===== config.mk =====
export PLATFORM = sky130hd
export DESIGN_NAME = merge_wbuf
export DESIGN_NICKNAME = d
export VERILOG_FILES = /design/src/rtl/wbuf_pkg.sv /design/src/rtl/wbuf_match.sv /design/src/rtl/wbuf_ctrl.sv /design/src/rtl/merge_wbuf.sv
export SDC_FILE = /design/constraint.sdc
export NUM_CORES = 2
export LEC_CHECK = 0
export ABC_CLOCK_PERIOD_IN_PS = 10400
export BUFFER_PORTS_ARGS = -buffer_cell sky130_fd_sc_hd__buf_2
export CAP_MARGIN = 0
export CELL_PAD_IN_SITES_DETAIL_PLACEMENT = 0
export CELL_PAD_IN_SITES_GLOBAL_PLACEMENT = 1
export CORE_AREA = 4 4 291 293
export CTS_BUF_LIST = sky130_fd_sc_hd__clkbuf_8
export DETAILED_ROUTE_END_ITERATION = 7
export DIE_AREA = 0 0 295 297
export GPL_TIMING_DRIVEN = 0
export PLACE_DENSITY_LB_ADDON = 0.1
export SKIP_LAST_GASP = 1
export SLEW_MARGIN = 5
export SYNTH_ARGS = -nofsm -noshare
export SYNTH_HDL_FRONTEND = slang
export SYNTH_HIERARCHICAL = 1
export SYNTH_SLANG_ARGS = --single-unit

===== constraint.sdc =====
create_clock -name clk -period 10.4 [get_ports clk]
set_clock_uncertainty 0.05 [all_clocks]
set_input_delay 0.52 -clock clk [delete_from_list [all_inputs] [get_ports clk]]
set_output_delay 0.52 -clock clk [all_outputs]
set_load 0.01 [all_outputs]

===== src/rtl/wbuf_pkg.sv =====
`timescale 1ns/1ps
package wbuf_pkg;
    typedef enum logic [1:0] {
        WB_EMPTY   = 2'd0,
        WB_PARTIAL = 2'd1,
        WB_FULL    = 2'd2
    } wb_state_e;
endpackage


===== src/rtl/wbuf_match.sv =====
`timescale 1ns/1ps
module wbuf_match #(
    parameter int NUM_ENTRIES = 4,
    parameter int BLK_AW      = 28,
    localparam int IDX_W      = $clog2(NUM_ENTRIES)
) (
    input  logic                               clk,
    input  logic                               rst_n,
    input  logic [NUM_ENTRIES-1:0][BLK_AW-1:0] cand_blk,
    input  logic [NUM_ENTRIES-1:0]             eligible,
    input  logic [BLK_AW-1:0]                  req_blk,
    input  logic                               req_private,
    output logic                               hit,
    output logic [IDX_W-1:0]                   hit_idx
);
    logic [NUM_ENTRIES-1:0] match_vec;

    for (genvar g = 0; g < NUM_ENTRIES; g++) begin : g_cmp
        assign match_vec[g] = eligible[g] && !req_private && (cand_blk[g] == req_blk);
    end

    always_comb begin
        hit     = 1'b0;
        hit_idx = '0;
        for (int i = NUM_ENTRIES - 1; i >= 0; i--) begin
            if (match_vec[i]) begin
                hit     = 1'b1;
                hit_idx = IDX_W'(i);
            end
        end
    end

    // at most one waiting entry can hold a given block
    a_r3_single_match: assert property (@(posedge clk) disable iff (!rst_n)
        $onehot0(match_vec));
endmodule


===== src/rtl/wbuf_ctrl.sv =====
`timescale 1ns/1ps
module wbuf_ctrl
    import wbuf_pkg::*;
#(
    parameter int NUM_ENTRIES = 4,
    localparam int IDX_W      = $clog2(NUM_ENTRIES),
    localparam int CNT_W      = $clog2(NUM_ENTRIES + 1)
) (
    input  logic             clk,
    input  logic             rst_n,
    input  logic             alloc,
    input  logic             pop,
    output logic [IDX_W-1:0] head_idx,
    output logic [IDX_W-1:0] tail_idx,
    output logic             full,
    output logic             empty
);
    localparam logic [IDX_W-1:0] LAST_IDX = IDX_W'(NUM_ENTRIES - 1);
    localparam logic [CNT_W-1:0] CNT_MAX  = CNT_W'(NUM_ENTRIES);

    wb_state_e        state_q, state_d;
    logic [CNT_W-1:0] count_q, count_d;
    logic [IDX_W-1:0] head_q, tail_q;

    always_comb begin
        count_d = count_q;
        if (alloc && !pop)      count_d = count_q + 1'b1;
        else if (pop && !alloc) count_d = count_q - 1'b1;

        state_d = state_q;
        unique case (state_q)
            WB_EMPTY: begin
                if (alloc) state_d = (count_d == CNT_MAX) ? WB_FULL : WB_PARTIAL;
            end
            WB_PARTIAL: begin
                if (alloc && !pop && count_d == CNT_MAX) state_d = WB_FULL;
                else if (pop && !alloc && count_d == '0) state_d = WB_EMPTY;
            end
            WB_FULL: begin
                if (pop && !alloc) state_d = WB_PARTIAL;
            end
            default: state_d = WB_EMPTY;
        endcase
    end

    always_ff @(posedge clk) begin
        if (!rst_n) begin
            state_q <= WB_EMPTY;
            count_q <= '0;
            head_q  <= '0;
            tail_q  <= '0;
        end else begin
            state_q <= state_d;
            count_q <= count_d;
            if (pop)   head_q <= (head_q == LAST_IDX) ? '0 : head_q + 1'b1;
            if (alloc) tail_q <= (tail_q == LAST_IDX) ? '0 : tail_q + 1'b1;
        end
    end

    always_comb begin
        full     = (state_q == WB_FULL);
        empty    = (state_q == WB_EMPTY);
        head_idx = head_q;
        tail_idx = tail_q;
    end

    // no allocation is ever granted while every entry is taken
    a_r7_no_overflow: assert property (@(posedge clk) disable iff (!rst_n)
        (state_q == WB_FULL) |-> !alloc);
    // nothing drains from an empty buffer
    a_r2_no_underflow: assert property (@(posedge clk) disable iff (!rst_n)
        (state_q == WB_EMPTY) |-> !pop);
    // simultaneous allocate and drain keep occupancy unchanged
    a_r9_push_pop_count: assert property (@(posedge clk) disable iff (!rst_n)
        (alloc && pop) |=> (count_q == $past(count_q)));
endmodule


===== src/rtl/merge_wbuf.sv =====
`timescale 1ns/1ps
module merge_wbuf #(
    parameter int              NUM_ENTRIES   = 4,
    parameter int              ADDR_W        = 32,
    parameter int              DATA_W        = 32,
    parameter int              WORDS_PER_BLK = 4,
    parameter logic [ADDR_W-1:0] IO_BASE     = 32'hF000_0000,
    parameter logic [ADDR_W-1:0] IO_LIMIT    = 32'hFFFF_FFFF,
    localparam int             BYTES_W       = DATA_W / 8,
    localparam int             BLK_BYTES     = BYTES_W * WORDS_PER_BLK,
    localparam int             BLK_BITS      = DATA_W * WORDS_PER_BLK,
    localparam int             BOFF_W        = $clog2(BYTES_W),
    localparam int             WSEL_W        = $clog2(WORDS_PER_BLK),
    localparam int             OFF_W         = BOFF_W + WSEL_W,
    localparam int             BLK_AW        = ADDR_W - OFF_W,
    localparam int             IDX_W         = $clog2(NUM_ENTRIES)
) (
    input  logic                 clk,
    input  logic                 rst_n,
    input  logic                 st_valid,
    output logic                 st_ready,
    input  logic [ADDR_W-1:0]    st_addr,
    input  logic [DATA_W-1:0]    st_data,
    input  logic [BYTES_W-1:0]   st_be,
    input  logic                 st_nomerge,
    output logic                 dn_valid,
    input  logic                 dn_ready,
    output logic [ADDR_W-1:0]    dn_addr,
    output logic [BLK_BITS-1:0]  dn_data,
    output logic [BLK_BYTES-1:0] dn_be
);
    logic [NUM_ENTRIES-1:0][BLK_AW-1:0]    ent_blk;
    logic [NUM_ENTRIES-1:0][BLK_BITS-1:0]  ent_data;
    logic [NUM_ENTRIES-1:0][BLK_BYTES-1:0] ent_be;
    logic [NUM_ENTRIES-1:0]                ent_valid;
    logic [NUM_ENTRIES-1:0]                ent_priv;
    logic [NUM_ENTRIES-1:0]                eligible;

    logic [IDX_W-1:0]     head_idx, tail_idx, hit_idx;
    logic                 full, empty, hit;
    logic                 req_private, accept, alloc, merge, pop;
    logic [BLK_AW-1:0]    req_blk;
    logic [WSEL_W-1:0]    word_sel;
    logic [BLK_BYTES-1:0] new_be;
    logic [BLK_BITS-1:0]  new_data, new_bits;

    assign req_blk     = st_addr[ADDR_W-1:OFF_W];
    assign word_sel    = st_addr[OFF_W-1:BOFF_W];
    assign req_private = st_nomerge || ((st_addr >= IO_BASE) && (st_addr <= IO_LIMIT));

    always_comb begin
        new_be   = BLK_BYTES'(st_be) << (word_sel * BYTES_W);
        new_data = BLK_BITS'(st_data) << (word_sel * DATA_W);
        for (int b = 0; b < BLK_BYTES; b++) begin
            new_bits[b*8 +: 8] = {8{new_be[b]}};
        end
    end

    for (genvar g = 0; g < NUM_ENTRIES; g++) begin : g_elig
        assign eligible[g] = ent_valid[g] && !ent_priv[g] && (IDX_W'(g) != head_idx);
    end

    wbuf_match #(
        .NUM_ENTRIES (NUM_ENTRIES),
        .BLK_AW      (BLK_AW)
    ) u_match (
        .clk         (clk),
        .rst_n       (rst_n),
        .cand_blk    (ent_blk),
        .eligible    (eligible),
        .req_blk     (req_blk),
        .req_private (req_private),
        .hit         (hit),
        .hit_idx     (hit_idx)
    );

    assign st_ready = hit || !full;
    assign accept   = st_valid && st_ready;
    assign merge    = accept && hit;
    assign alloc    = accept && !hit;
    assign dn_valid = !empty;
    assign pop      = dn_valid && dn_ready;

    wbuf_ctrl #(
        .NUM_ENTRIES (NUM_ENTRIES)
    ) u_ctrl (
        .clk      (clk),
        .rst_n    (rst_n),
        .alloc    (alloc),
        .pop      (pop),
        .head_idx (head_idx),
        .tail_idx (tail_idx),
        .full     (full),
        .empty    (empty)
    );

    always_ff @(posedge clk) begin
        if (!rst_n) begin
            ent_valid <= '0;
            ent_priv  <= '0;
            ent_be    <= '0;
            ent_blk   <= '0;
            ent_data  <= '0;
        end else begin
            if (pop) begin
                ent_valid[head_idx] <= 1'b0;
            end
            if (alloc) begin
                ent_valid[tail_idx] <= 1'b1;
                ent_priv[tail_idx]  <= req_private;
                ent_blk[tail_idx]   <= req_blk;
                ent_be[tail_idx]    <= new_be;
                ent_data[tail_idx]  <= new_data & new_bits;
            end
            if (merge) begin
                ent_be[hit_idx]   <= ent_be[hit_idx] | new_be;
                ent_data[hit_idx] <= (ent_data[hit_idx] & ~new_bits) | (new_data & new_bits);
            end
        end
    end

    always_comb begin
        dn_addr = {ent_blk[head_idx], OFF_W'(0)};
        dn_data = ent_data[head_idx];
        dn_be   = ent_be[head_idx];
    end

    // an offered entry does not change until it is taken
    a_r8_hold_stable: assert property (@(posedge clk) disable iff (!rst_n)
        (dn_valid && !dn_ready) |=> (dn_valid && $stable(dn_addr) && $stable(dn_be) && $stable(dn_data)));
    // a private store never merges
    a_r5_private_no_merge: assert property (@(posedge clk) disable iff (!rst_n)
        (st_valid && req_private) |-> !hit);
    // the entry on offer is never the merge target
    a_r4_head_not_target: assert property (@(posedge clk) disable iff (!rst_n)
        (merge && dn_valid) |-> (hit_idx != head_idx));
endmodule


==> metrics <==
Slew HR -7.79%; worst-path cell chain clkbuf_1, clkbuf_1, clkbuf_1, nor2_1, nor3b_1, nand4b_1, nor4_2, nand4b_1, nand4bb_1, buf_2, clkbuf_1, clkbuf_1, o21ai_1, a22oi_1, nor2_1; Nets 5512; Placed Cells incl. Taps 6338; Final Hold Violating Endpoints 0; Compound-Gate Fraction of Synth Area 24.7%; layout cells sized above 1 18.9%; CP top delay family buffers and inverters; RSZ-0062 raised after global routing no; FF-to-FF End ent_be[25]; total gr overflow 0; row count 105; failing checks capacitance limit, slew limit; total number of vias 45843; CTS tree yes; clk buf depth 3; Period minus WS final 7.39 ns; clock-pin slew on the worst setup and hold paths 0.06 ns; Max H-tree Level 4; GP Congestion 1.05; Synth area leader dfxtp_1; post-synthesis mux area share 21.8%; fillcell total 7754; Slowest cell on crit path clkbuf_1; crit-path most repeated cell clkbuf_1; mapped cell area 43100 µm²; final count of negative-setup-slack endpoints 0; Seq cells post-synth 705; Remaining DRCs 0; outcome finished with violations; synthesized area per cell 8.57 µm²; leakage power 19.9 nW; number of global-route vias before repair 42597; critical path arrival 8.01 ns; DR iter-0 viols 6486; average vias per placed instance 6.92; synth cell count leaders a21oi_1, dfxtp_1, nand2_1; clock net sink count 705; total track usage 44.2%; Synth Area in Adders 0.116%; Max-Cap Viols 5; final period utilization 71.0%; R2R cell count 15; initial antenna violation count 11; Final Max Tran Viols 43; actual slew at the worst max-slew pin 1.62 ns; post-synth top area share 32.8%; largest net degree at the start of global routing 17; Hold Startpoint st_addr[31]; PD cells 139 nW/µm²; top-count cell post-synth a21oi_1; Seq/Total Area, Yosys 32.8%; top cells by area, synth dfxtp_1, a21oi_1, mux4_2; area growth from synthesis to layout 13.1%; WP depth 15; PortBufs 242; hold depth 3; WL/cell 30.6 µm; ys flop type dfxtp_1; Ports 251; total CTS buffers 137; setup TNS 0 ns; Synth Instances 5023; CP Buf/Inv Count 6; wire length of the first global-routing pass 290000 µm; Synth Area in Simple Gates 12.4%; Unique masters post-synth 59; fmax 0.135 GHz; hold crit path type input pin to register; chip width 295 µm; Yosys Warn Count 6; post-DP HPWL 142000 µm; hold endpoint ent_blk[55]; Post-Route WL 203000 µm; crit end category register; Die Ht 297 µm; crit-path max cell delay 1.14 ns; postcts setup bufs 0; final std cells w/o fill 6620; Initial Util 52.6%; R2R Setup Slk 3.01 ns; Critical R2R Launch u_ctrl/head_idx[1]; Required @ worst endpoint 11.02 ns; Die Area 87600 µm²; first-pass iteration count of the detailed router 8; VDD IR max 0.120 mV; largest family of logic cells by synthesized area compound AO/OA/AOI/OAI gates; Clock Latency Late Sink 0.83 ns; CP max FO 10; XOR/XNOR Fraction of Synth Area 2.38%; Startpoint Class register; Setup CP Type register to register; clock root cell clkbuf_8; EDFF count, synth 0; Post-synth ARST share 0%; CORE AREA 81800 µm²; Post-DRT Antenna Nets 0
==> power by group <==
| part | switching, mW | internal [mW] | leakage, nW |
|---|---|---|---|
| Clock | 1.36 | 1.55 | 1.56 |
| Sequential | 0.0572 | 2.77 | 5.70 |
| Combinational | 0.716 | 0.305 | 12.7 |
==> flip-flops by register name, summed over array words and instances (netlist names) <==
signal,flops
ent_data,512
ent_priv,4
ent_blk,112
ent_valid,4
u_ctrl/state_q,2
u_ctrl/count_q,3
ent_be,64
u_ctrl/head_idx,2
u_ctrl/tail_idx,2
==> cell usage in the layout, fill, tap and decap left out, types with 28 or more instances in the layout <==
cell	n
nand2_1	528
clkbuf_8	182
mux2i_1	261
and3_1	275
dfxtp_1	705
nor2_1	32
a21oi_1	940
buf_2	381
xnor2_1	69
xor2_1	48
clkbuf_1	401
o211ai_1	269
nand3_1	105
mux2_2	257
nand4_1	49
mux4_2	172
o21ai_0	289
o21a_1	271
dlygate4sd3_1	28
inv_1	46
==> worst max path at each step <==
stage,from,end
CTS,u_ctrl/head_idx[1],ent_data[186]
global placement,u_ctrl/head_idx[1],ent_data[186]
finish,u_ctrl/head_idx[1],ent_be[25]
global route,u_ctrl/head_idx[1],ent_be[20]
detailed placement,u_ctrl/head_idx[1],ent_data[186]
floorplan,u_ctrl/head_idx[0],ent_data[69]
==> logic make-up (layout without fill, tap and decap cells) <==
kind of cell / Yosys count / in the layout
fa+ha+maj: 4 / 4
xor+xnor: 117 / 117
compound gates: 1824 / 1824
flops: 705 / 705
simple gates: 1083 / 1083
mux: 690 / 690
buf+inv: 599 / 1109
other cells: 1 / 18
==> layout make-up <==
class                           count  area [µm²]  area share, %
Antenna cell                       14        35.0         0.0719
Tap cell                         1070        1340           2.75
Clock inverter                     59         272          0.557
Timing Repair Buffer              270        1490           3.06
Multi-Input combinational cell   3722       26500           54.4
Buffer                            592        2470           5.07
Clock buffer                      181        2490           5.11
Sequential cell                   705       14100           29.0
Inverter                            7        26.3         0.0539
==> timing repair <==
item / CTS / global route
resized for setup: 0 / 0
endpoints found under the hold margin: 115 / 0
hold buffers: 28 / 0
==> stage by stage <==
| step | power (mW) | cell area (µm²) | hold WS, ns | util, % | setup WS (ns) |
|---|---|---|---|---|---|
| after floorplan | 3.43 | 43100 | 0.379 | - | 6.86 |
| after global placement | 3.83 | 45600 | 0.389 | 55.7 | 3.50 |
| after detailed placement | 3.84 | 45600 | 0.397 | 55.8 | 3.53 |
| after CTS | 6.67 | 48700 | 0.00129 | 59.5 | 3.51 |
| after global routing | 6.87 | 48700 | 0.0516 | 59.5 | 2.96 |
| final | 6.75 | 48700 | 0.0368 | 59.5 | 3.01 |
==> worst min-delay path, cell delays in order <==
cell     delay (ns)
buf_2          0.20
nand2_1        0.09
a21oi_1        0.05
==> per-layer routing <==
metal	global-route usage (%)	part of all wire (%)	routed length, µm	up-vias
met5	0	0.0094	19	-
met1	56.0	37	75500	22170
met2	62.5	41	83200	3428
li1	-	-	-	19381
met4	32.5	8.7	17600	2
met3	14.6	13	26200	862
(Power assumes the default switching activity.)
